==> src/rtl/uart_rx_pkg.sv <==
package uart_rx_pkg;
  localparam int CHAR_W = 8;

  typedef struct packed {
    logic [CHAR_W-1:0] data;
    logic              frame_err;
    logic              parity_err;
    logic              brk;
  } rx_entry_t;

  typedef enum logic [2:0] {
    ST_IDLE,
    ST_START,
    ST_DATA,
    ST_PAR,
    ST_STOP
  } rx_state_e;
endpackage

==> src/rtl/uart_rx_sync.sv <==
module uart_rx_sync #(
  parameter int STAGES = 2
) (
  input  logic clk,
  input  logic rst_n,
  input  logic line_i,
  output logic line_o
);
  logic [STAGES-1:0] chain;

  generate
    for (genvar g = 0; g < STAGES; g++) begin : g_stage
      always_ff @(posedge clk or negedge rst_n) begin
        if (!rst_n) begin
          chain[g] <= 1'b1;
        end else if (g == 0) begin
          chain[g] <= line_i;
        end else begin
          chain[g] <= chain[(g == 0) ? 0 : g-1];
        end
      end
    end
  endgenerate

  assign line_o = chain[STAGES-1];
endmodule

==> src/rtl/uart_rx_framer.sv <==
module uart_rx_framer
  import uart_rx_pkg::*;
#(
  parameter int OSR = 16
) (
  input  logic       clk,
  input  logic       rst_n,
  input  logic       line_i,
  input  logic       tick_i,
  input  logic [1:0] cfg_wlen_i,
  input  logic       cfg_par_en_i,
  input  logic       cfg_even_i,
  input  logic       cfg_stick_i,
  output logic       push_o,
  output rx_entry_t  entry_o
);
  localparam int CW = $clog2(OSR);
  localparam logic [CW-1:0] MID_START = CW'(OSR/2 - 1);
  localparam logic [CW-1:0] MID_BIT   = CW'(OSR - 1);

  rx_state_e          state;
  logic [CW-1:0]      cnt;
  logic [2:0]         bit_idx;
  logic [CHAR_W-1:0]  shreg;
  logic               par_bit;
  logic               armed;
  logic [1:0]         l_wlen;
  logic               l_par_en, l_even, l_stick;

  logic [2:0]         last_idx;
  logic [CHAR_W-1:0]  aligned;
  logic               exp_par;
  logic               at_mid;

  always_comb begin
    last_idx = {1'b0, l_wlen} + 3'd4;
    aligned  = shreg >> (~l_wlen);
    if (l_stick) exp_par = ~l_even;
    else if (l_even) exp_par = ^aligned;
    else exp_par = ~(^aligned);
    at_mid   = (cnt == MID_BIT);
  end

  always_ff @(posedge clk or negedge rst_n) begin
    if (!rst_n) begin
      state    <= ST_IDLE;
      cnt      <= '0;
      bit_idx  <= '0;
      shreg    <= '0;
      par_bit  <= 1'b0;
      armed    <= 1'b0;
      l_wlen   <= 2'd3;
      l_par_en <= 1'b0;
      l_even   <= 1'b0;
      l_stick  <= 1'b0;
      push_o   <= 1'b0;
      entry_o  <= '0;
    end else begin
      push_o <= 1'b0;
      if (tick_i) begin
        unique case (state)
          ST_IDLE: begin
            if (line_i) begin
              armed <= 1'b1;
            end else if (armed) begin
              armed    <= 1'b0;
              state    <= ST_START;
              cnt      <= '0;
              l_wlen   <= cfg_wlen_i;
              l_par_en <= cfg_par_en_i;
              l_even   <= cfg_even_i;
              l_stick  <= cfg_stick_i;
            end
          end
          ST_START: begin
            if (cnt == MID_START) begin
              cnt <= '0;
              if (!line_i) begin
                state   <= ST_DATA;
                bit_idx <= '0;
                shreg   <= '0;
              end else begin
                state <= ST_IDLE;
              end
            end else begin
              cnt <= cnt + 1'b1;
            end
          end
          ST_DATA: begin
            if (at_mid) begin
              cnt     <= '0;
              shreg   <= {line_i, shreg[CHAR_W-1:1]};
              bit_idx <= bit_idx + 1'b1;
              if (bit_idx == last_idx) state <= l_par_en ? ST_PAR : ST_STOP;
            end else begin
              cnt <= cnt + 1'b1;
            end
          end
          ST_PAR: begin
            if (at_mid) begin
              cnt     <= '0;
              par_bit <= line_i;
              state   <= ST_STOP;
            end else begin
              cnt <= cnt + 1'b1;
            end
          end
          ST_STOP: begin
            if (at_mid) begin
              cnt                <= '0;
              state              <= ST_IDLE;
              push_o             <= 1'b1;
              entry_o.data       <= aligned;
              entry_o.frame_err  <= ~line_i;
              entry_o.parity_err <= l_par_en && (par_bit != exp_par);
              entry_o.brk        <= ~line_i && (aligned == '0) && (!l_par_en || !par_bit);
            end else begin
              cnt <= cnt + 1'b1;
            end
          end
          default: state <= ST_IDLE;
        endcase
      end
    end
  end
endmodule

==> src/rtl/uart_rx_store.sv <==
module uart_rx_store
  import uart_rx_pkg::*;
#(
  parameter int DEPTH = 16
) (
  input  logic      clk,
  input  logic      rst_n,
  input  logic      fifo_en_i,
  input  logic      push_i,
  input  rx_entry_t wr_entry_i,
  input  logic      pop_i,
  output rx_entry_t head_o,
  output logic      empty_o,
  output logic      full_o,
  output logic      overrun_o
);
  localparam int AW   = (DEPTH > 1) ? $clog2(DEPTH) : 1;
  localparam int CNTW = $clog2(DEPTH + 1);
  localparam logic [AW-1:0]   LAST = AW'(DEPTH - 1);
  localparam logic [CNTW-1:0] CAP_Q = CNTW'(DEPTH);
  localparam logic [CNTW-1:0] CAP_H = CNTW'(1);

  rx_entry_t        mem [DEPTH];
  logic [AW-1:0]    wr_ptr, rd_ptr;
  logic [CNTW-1:0]  count;
  logic [CNTW-1:0]  cap;
  logic             pop_ok, accept;

  always_comb begin
    cap     = fifo_en_i ? CAP_Q : CAP_H;
    empty_o = (count == '0);
    full_o  = (count >= cap);
    pop_ok  = pop_i && !empty_o;
    accept  = push_i && (!full_o || pop_ok);
    head_o  = mem[rd_ptr];
  end

  always_ff @(posedge clk) begin
    if (accept) mem[wr_ptr] <= wr_entry_i;
  end

  always_ff @(posedge clk or negedge rst_n) begin
    if (!rst_n) begin
      wr_ptr    <= '0;
      rd_ptr    <= '0;
      count     <= '0;
      overrun_o <= 1'b0;
    end else begin
      if (accept) wr_ptr <= (wr_ptr == LAST) ? '0 : wr_ptr + 1'b1;
      if (pop_ok) rd_ptr <= (rd_ptr == LAST) ? '0 : rd_ptr + 1'b1;
      if (accept && !pop_ok) count <= count + 1'b1;
      else if (pop_ok && !accept) count <= count - 1'b1;
      if (push_i && !accept) overrun_o <= 1'b1;
      else if (pop_ok) overrun_o <= 1'b0;
    end
  end
endmodule

==> src/rtl/uart_frame_rx.sv <==
module uart_frame_rx
  import uart_rx_pkg::*;
#(
  parameter int OSR         = 16,
  parameter int DEPTH       = 16,
  parameter int SYNC_STAGES = 2
) (
  input  logic       clk,
  input  logic       rst_n,
  input  logic       rx_i,
  input  logic       tick_i,
  input  logic [1:0] cfg_wlen_i,
  input  logic       cfg_par_en_i,
  input  logic       cfg_even_i,
  input  logic       cfg_stick_i,
  input  logic       cfg_fifo_en_i,
  output logic       rd_valid_o,
  input  logic       rd_ready_i,
  output logic [7:0] rd_data_o,
  output logic       rd_frame_err_o,
  output logic       rd_parity_err_o,
  output logic       rd_break_o,
  output logic       overrun_o,
  output logic       empty_o,
  output logic       full_o
);
  logic      line_s;
  logic      push;
  rx_entry_t entry, head;

  uart_rx_sync #(.STAGES(SYNC_STAGES)) u_sync (
    .clk(clk), .rst_n(rst_n), .line_i(rx_i), .line_o(line_s)
  );

  uart_rx_framer #(.OSR(OSR)) u_framer (
    .clk(clk), .rst_n(rst_n), .line_i(line_s), .tick_i(tick_i),
    .cfg_wlen_i(cfg_wlen_i), .cfg_par_en_i(cfg_par_en_i),
    .cfg_even_i(cfg_even_i), .cfg_stick_i(cfg_stick_i),
    .push_o(push), .entry_o(entry)
  );

  uart_rx_store #(.DEPTH(DEPTH)) u_store (
    .clk(clk), .rst_n(rst_n), .fifo_en_i(cfg_fifo_en_i),
    .push_i(push), .wr_entry_i(entry), .pop_i(rd_valid_o && rd_ready_i),
    .head_o(head), .empty_o(empty_o), .full_o(full_o), .overrun_o(overrun_o)
  );

  assign rd_valid_o      = ~empty_o;
  assign rd_data_o       = head.data;
  assign rd_frame_err_o  = head.frame_err;
  assign rd_parity_err_o = head.parity_err;
  assign rd_break_o      = head.brk;
endmodule

==> config.mk <==
export PLATFORM = sky130hd
export DESIGN_NAME = uart_frame_rx
export DESIGN_NICKNAME = d
export VERILOG_FILES = /design/src/rtl/uart_rx_pkg.sv /design/src/rtl/uart_rx_sync.sv /design/src/rtl/uart_rx_framer.sv /design/src/rtl/uart_rx_store.sv /design/src/rtl/uart_frame_rx.sv
export SDC_FILE = /design/constraint.sdc
export NUM_CORES = 1
export LEC_CHECK = 0
export ABC_CLOCK_PERIOD_IN_PS = 7340
export BUFFER_PORTS_ARGS = -buffer_cell sky130_fd_sc_hd__buf_2
export CAP_MARGIN = 25
export CELL_PAD_IN_SITES_DETAIL_PLACEMENT = 1
export CELL_PAD_IN_SITES_GLOBAL_PLACEMENT = 2
export CORE_MARGIN = 2
export CORE_UTILIZATION = 53
export CTS_BUF_LIST = sky130_fd_sc_hd__clkbuf_8
export CTS_CLUSTER_DIAMETER = 40
export DETAILED_ROUTE_END_ITERATION = 7
export PLACE_DENSITY_LB_ADDON = 0.2
export SYNTH_ARGS = -nofsm -noshare
export SYNTH_HDL_FRONTEND = slang
export SYNTH_SLANG_ARGS = --single-unit
==> constraint.sdc <==
create_clock -name clk -period 7.34 [get_ports clk]
set_clock_uncertainty 0.15 [all_clocks]
set_input_delay 1.835 -clock clk [delete_from_list [all_inputs] [get_ports clk]]
set_output_delay 1.835 -clock clk [all_outputs]
set_load 0.005 [all_outputs]
==> metrics.md <==
| Metric | Value |
|---|---|
| Leak | 3.55 nW |
| Pin count of the biggest net entering global routing | 54 |
| Gr ovfl total | 0 |
| First drt pass iteration count | 4 |
| Antenna cells | 0 |
| Async SR Flop Fraction | 0.231 |
| Endpoints failing setup | 0 |
| Setup_tns | 0 ns |
| Initial Util | 0.539 |
| Arrival time at the worst endpoint | 2.97 ns |
| Placer Congestion | 0.719 |
| Share of Yosys cell area claimed by the top area cell type | 0.547 |
| Final Non-Filler Cells | approximately 870 |
| Synth Instances | 565 |
| Seq/Total Area, Yosys | 0.685 |
| Mapped Nets | 594 |
| DRC viols | 0 |
| Worst Hold Class | reg2reg |
| Setup CP Type | reg2out |
| Site row count | 49 |
| Post-CTS Setup Repair Bufs | 0 |
| Total power | 0.00347 W |
| Worst vdd ir | 0.000214 V |
| Mapped Avg Cell Area | ~17 sq um |
| Flop-to-flop setup slack | 3.92 ns |
| 1st-iter DRT viols | 315 |
| Clk slew on worst S/H paths | 0.05 ns |
| # IOs | 26 |
| Synth-to-layout area growth | 12.0% |
| Crit-path slowest cell | dfrtp_2 |
| Crit. End Element | primary output |
| Hold Path Stages | 0 |
| Final period utilization | 0.675 |
| Crit-path cells | buf_12, buf_4, mux4_2, a211oi_1, a21oi_1, buf_2 |
| Switching power | 0.00102 W |
| Crit-path max FO | 20 |
| Initial antenna violation count | 0 |
| Crit start category | register |
| Switching share of total power | 0.294 |
| CP peak stage delay | roughly 0.58 ns |
| Slew headroom | 0.366 |
| CP required | 5.36 ns |
| Routed wire length | roughly 20,000 um |
| Maximum clock insertion buffer count | 3 |
| Number of fill cells | 1,649 |
| Routed Antenna Nets | 0 |
| Max Fclk | 202 MHz |
| Int Power | 0.00245 W |
| TritonCTS clock tree | built |
| Number of H-tree levels | 2 |
| CTS root buffer | clkbuf_8 |
| Synth top area cells | edfxtp_1, dfrtp_1, mux4_2, ha_1, mux2i_1 |
| I/O Buffers | 25 |
| Die area | 19,300 sq um |
| Avg Vias per Cell | between 5 and 6 |
| Largest area contributor in the netlist | edfxtp_1 |
| Worst Max-Slew Pin Slew | 0.951 ns |
| Reg2Reg Depth | 11 |
| Number of synthesized flops with an enable pin | 176 |
| Top_reg_cell synth | edfxtp_1 |
| Hold_sp | u_sync.chain[0]$_DFF_PN1_ |
| Global-route wire length before repair | 32,100 um |
| Core box area | 17,900 sq um |
| Cell with the most instances after synthesis | edfxtp_1 |
| RSZ-0062 raised after global routing | no |
| Reg area | 6620 sq um |
| Synthesis warning total | 0 |
| Comb power frac | 0.210 |
| Share of cells above drive strength 1 | 0.252 |
| Power share of the clock group | 0.334 |
| Setup crit start | u_store.rd_ptr[0]$_DFFE_PN0P_ |
| Synthesized cell area | 9660 sq um |
| Die height | 139 um |
| Final HPWL from detailed placement | 13,000 um |
| Reg-to-Reg Start | u_store.count[0]$_DFFE_PN0P_ |
| Final Hold Viols | 0 |
| Layout Nets | 643 |
| GRT Overall Usage | 0.216 |
| Vias post-DR | roughly 5,200 |
| CTS Buf Count | 41 |
| Synth cell types | 58 |
| Max-slew violation count | 0 |
| Clk Latency, worst-skew pair | 0.53 ns |
| Area occupied by multi-input gates | 2840 sq um |
| Top cells by count, synth | edfxtp_1, dfrtp_1, mux4_2 |
| Die W | 139 um |
| Placed cells | 797 |
| Post-layout min period | 4.96 ns |
| Status | complete, no violations |
| Sequential power share | 0.457 |
| Post-CTS sizing | 0 |
| Max-cap violation count | 0 |
| Clk sink count | 229 |
| Cell Pwr Density | 321 nW/um^2 |
| Vias in the first global route | 5,644 |
| Post-CTS Hold Buffers | 0 |
| Final core occ | 0.604 |
| Register bit total from synthesis | between 200 and 250 |
| WL/cell | between 20 and 25 um |
kinds of logic after synthesis:
family	count (synthesis)	share of synthesized area
adder cells (fa/ha/maj)	18	0.0241
flip-flops	229	0.685
XOR/XNOR	13	0.0118
AO/OA/AOI/OAI	85	0.0599
multiplexers	80	0.142
AND/OR/NAND/NOR	98	0.0561
buffers and inverters	42	0.0205
state kept, by name (all words and copies together), names as in the netlist:
register and cells:
u_store.mem 176, u_framer.entry_o 11, u_framer.shreg 8, u_store.count 5, u_framer.cnt 4, u_store.rd_ptr 4
u_store.wr_ptr 4, u_framer.bit_idx 3, u_framer.state 3, u_framer.l_wlen 2, u_framer.armed 1, u_framer.l_even 1
u_framer.l_par_en 1, u_framer.l_stick 1, u_framer.par_bit 1, u_framer.push_o 1, u_store.overrun_o 1, u_sync.chain 1
u_sync.line_o 1
worst max-delay path: cells and delay by family (launching register included):
kind            cells  cell delay [ns]
mux                 1             0.55
compound gates      2             0.47
buf+inv             3             0.82
flops               1             0.58
power groups by stage:
stage          clock network, W  registers [W]  logic (W)
2_1_floorplan                 0        0.00152   0.000607
3_3_place_gp                  0        0.00166   0.000640
3_5_place_dp                  0        0.00164   0.000696
4_1_cts                 0.00119        0.00162   0.000697
5_1_grt                 0.00124        0.00160   0.000806
6_report                0.00116        0.00159   0.000728
placed cells by master (no fill, tap or decap), types with 8 or more instances in the layout:
cell type,Yosys,final
nor2_1,9,9
a211oi_1,12,12
nor2b_1,14,14
o21ai_0,19,19
a22o_1,9,9
mux4_2,44,44
ha_1,17,17
buf_2,8,25
mux2i_1,20,20
nand2_1,27,27
inv_1,14,23
mux2_2,15,15
xnor2_1,8,8
a21oi_1,23,23
and3_1,13,13
edfxtp_1,176,176
dfrtp_1,49,48
clkbuf_8,0,43
worst paths after layout:
check / endpoint
worst max-delay path: rd_frame_err_o
worst min-delay path: u_sync.line_o$_DFF_PN1_
worst max register to register: u_store.count[4]$_DFFE_PN0P_
worst min register to register: u_sync.line_o$_DFF_PN1_
max in group asynchronous: u_store.rd_ptr[0]$_DFFE_PN0P_
min in group asynchronous: u_framer.bit_idx[0]$_DFFE_PN0P_
per-layer routing:
layer | share of wire | track usage
met5 | 0 | 0
met4 | 0.018 | 0.0665
met3 | 0.049 | 0.0442
met2 | 0.50 | 0.354
met1 | 0.43 | 0.298
area by class of cell:
type	instances	area share
Clock inverter	26	0.0183
Timing Repair Buffer	33	0.0208
Multi-Input combinational cell	294	0.263
Inverter	15	0.00521
Sequential cell	229	0.612
Tap cell	229	0.0265
Clock buffer	43	0.0547
metrics by stage:
step                      worst slack [ns]  hold slack (ns)  cell area, sq um
final                                 2.38            0.204             10800
after global routing                  2.14            0.210             10800
after CTS                             1.96            0.205             10800
after detailed placement              2.49            0.198              9980
after global placement                2.53            0.195              9960
after floorplan                       2.77            0.195              9660
No activity file was read; power rests on OpenSTA's default activity.
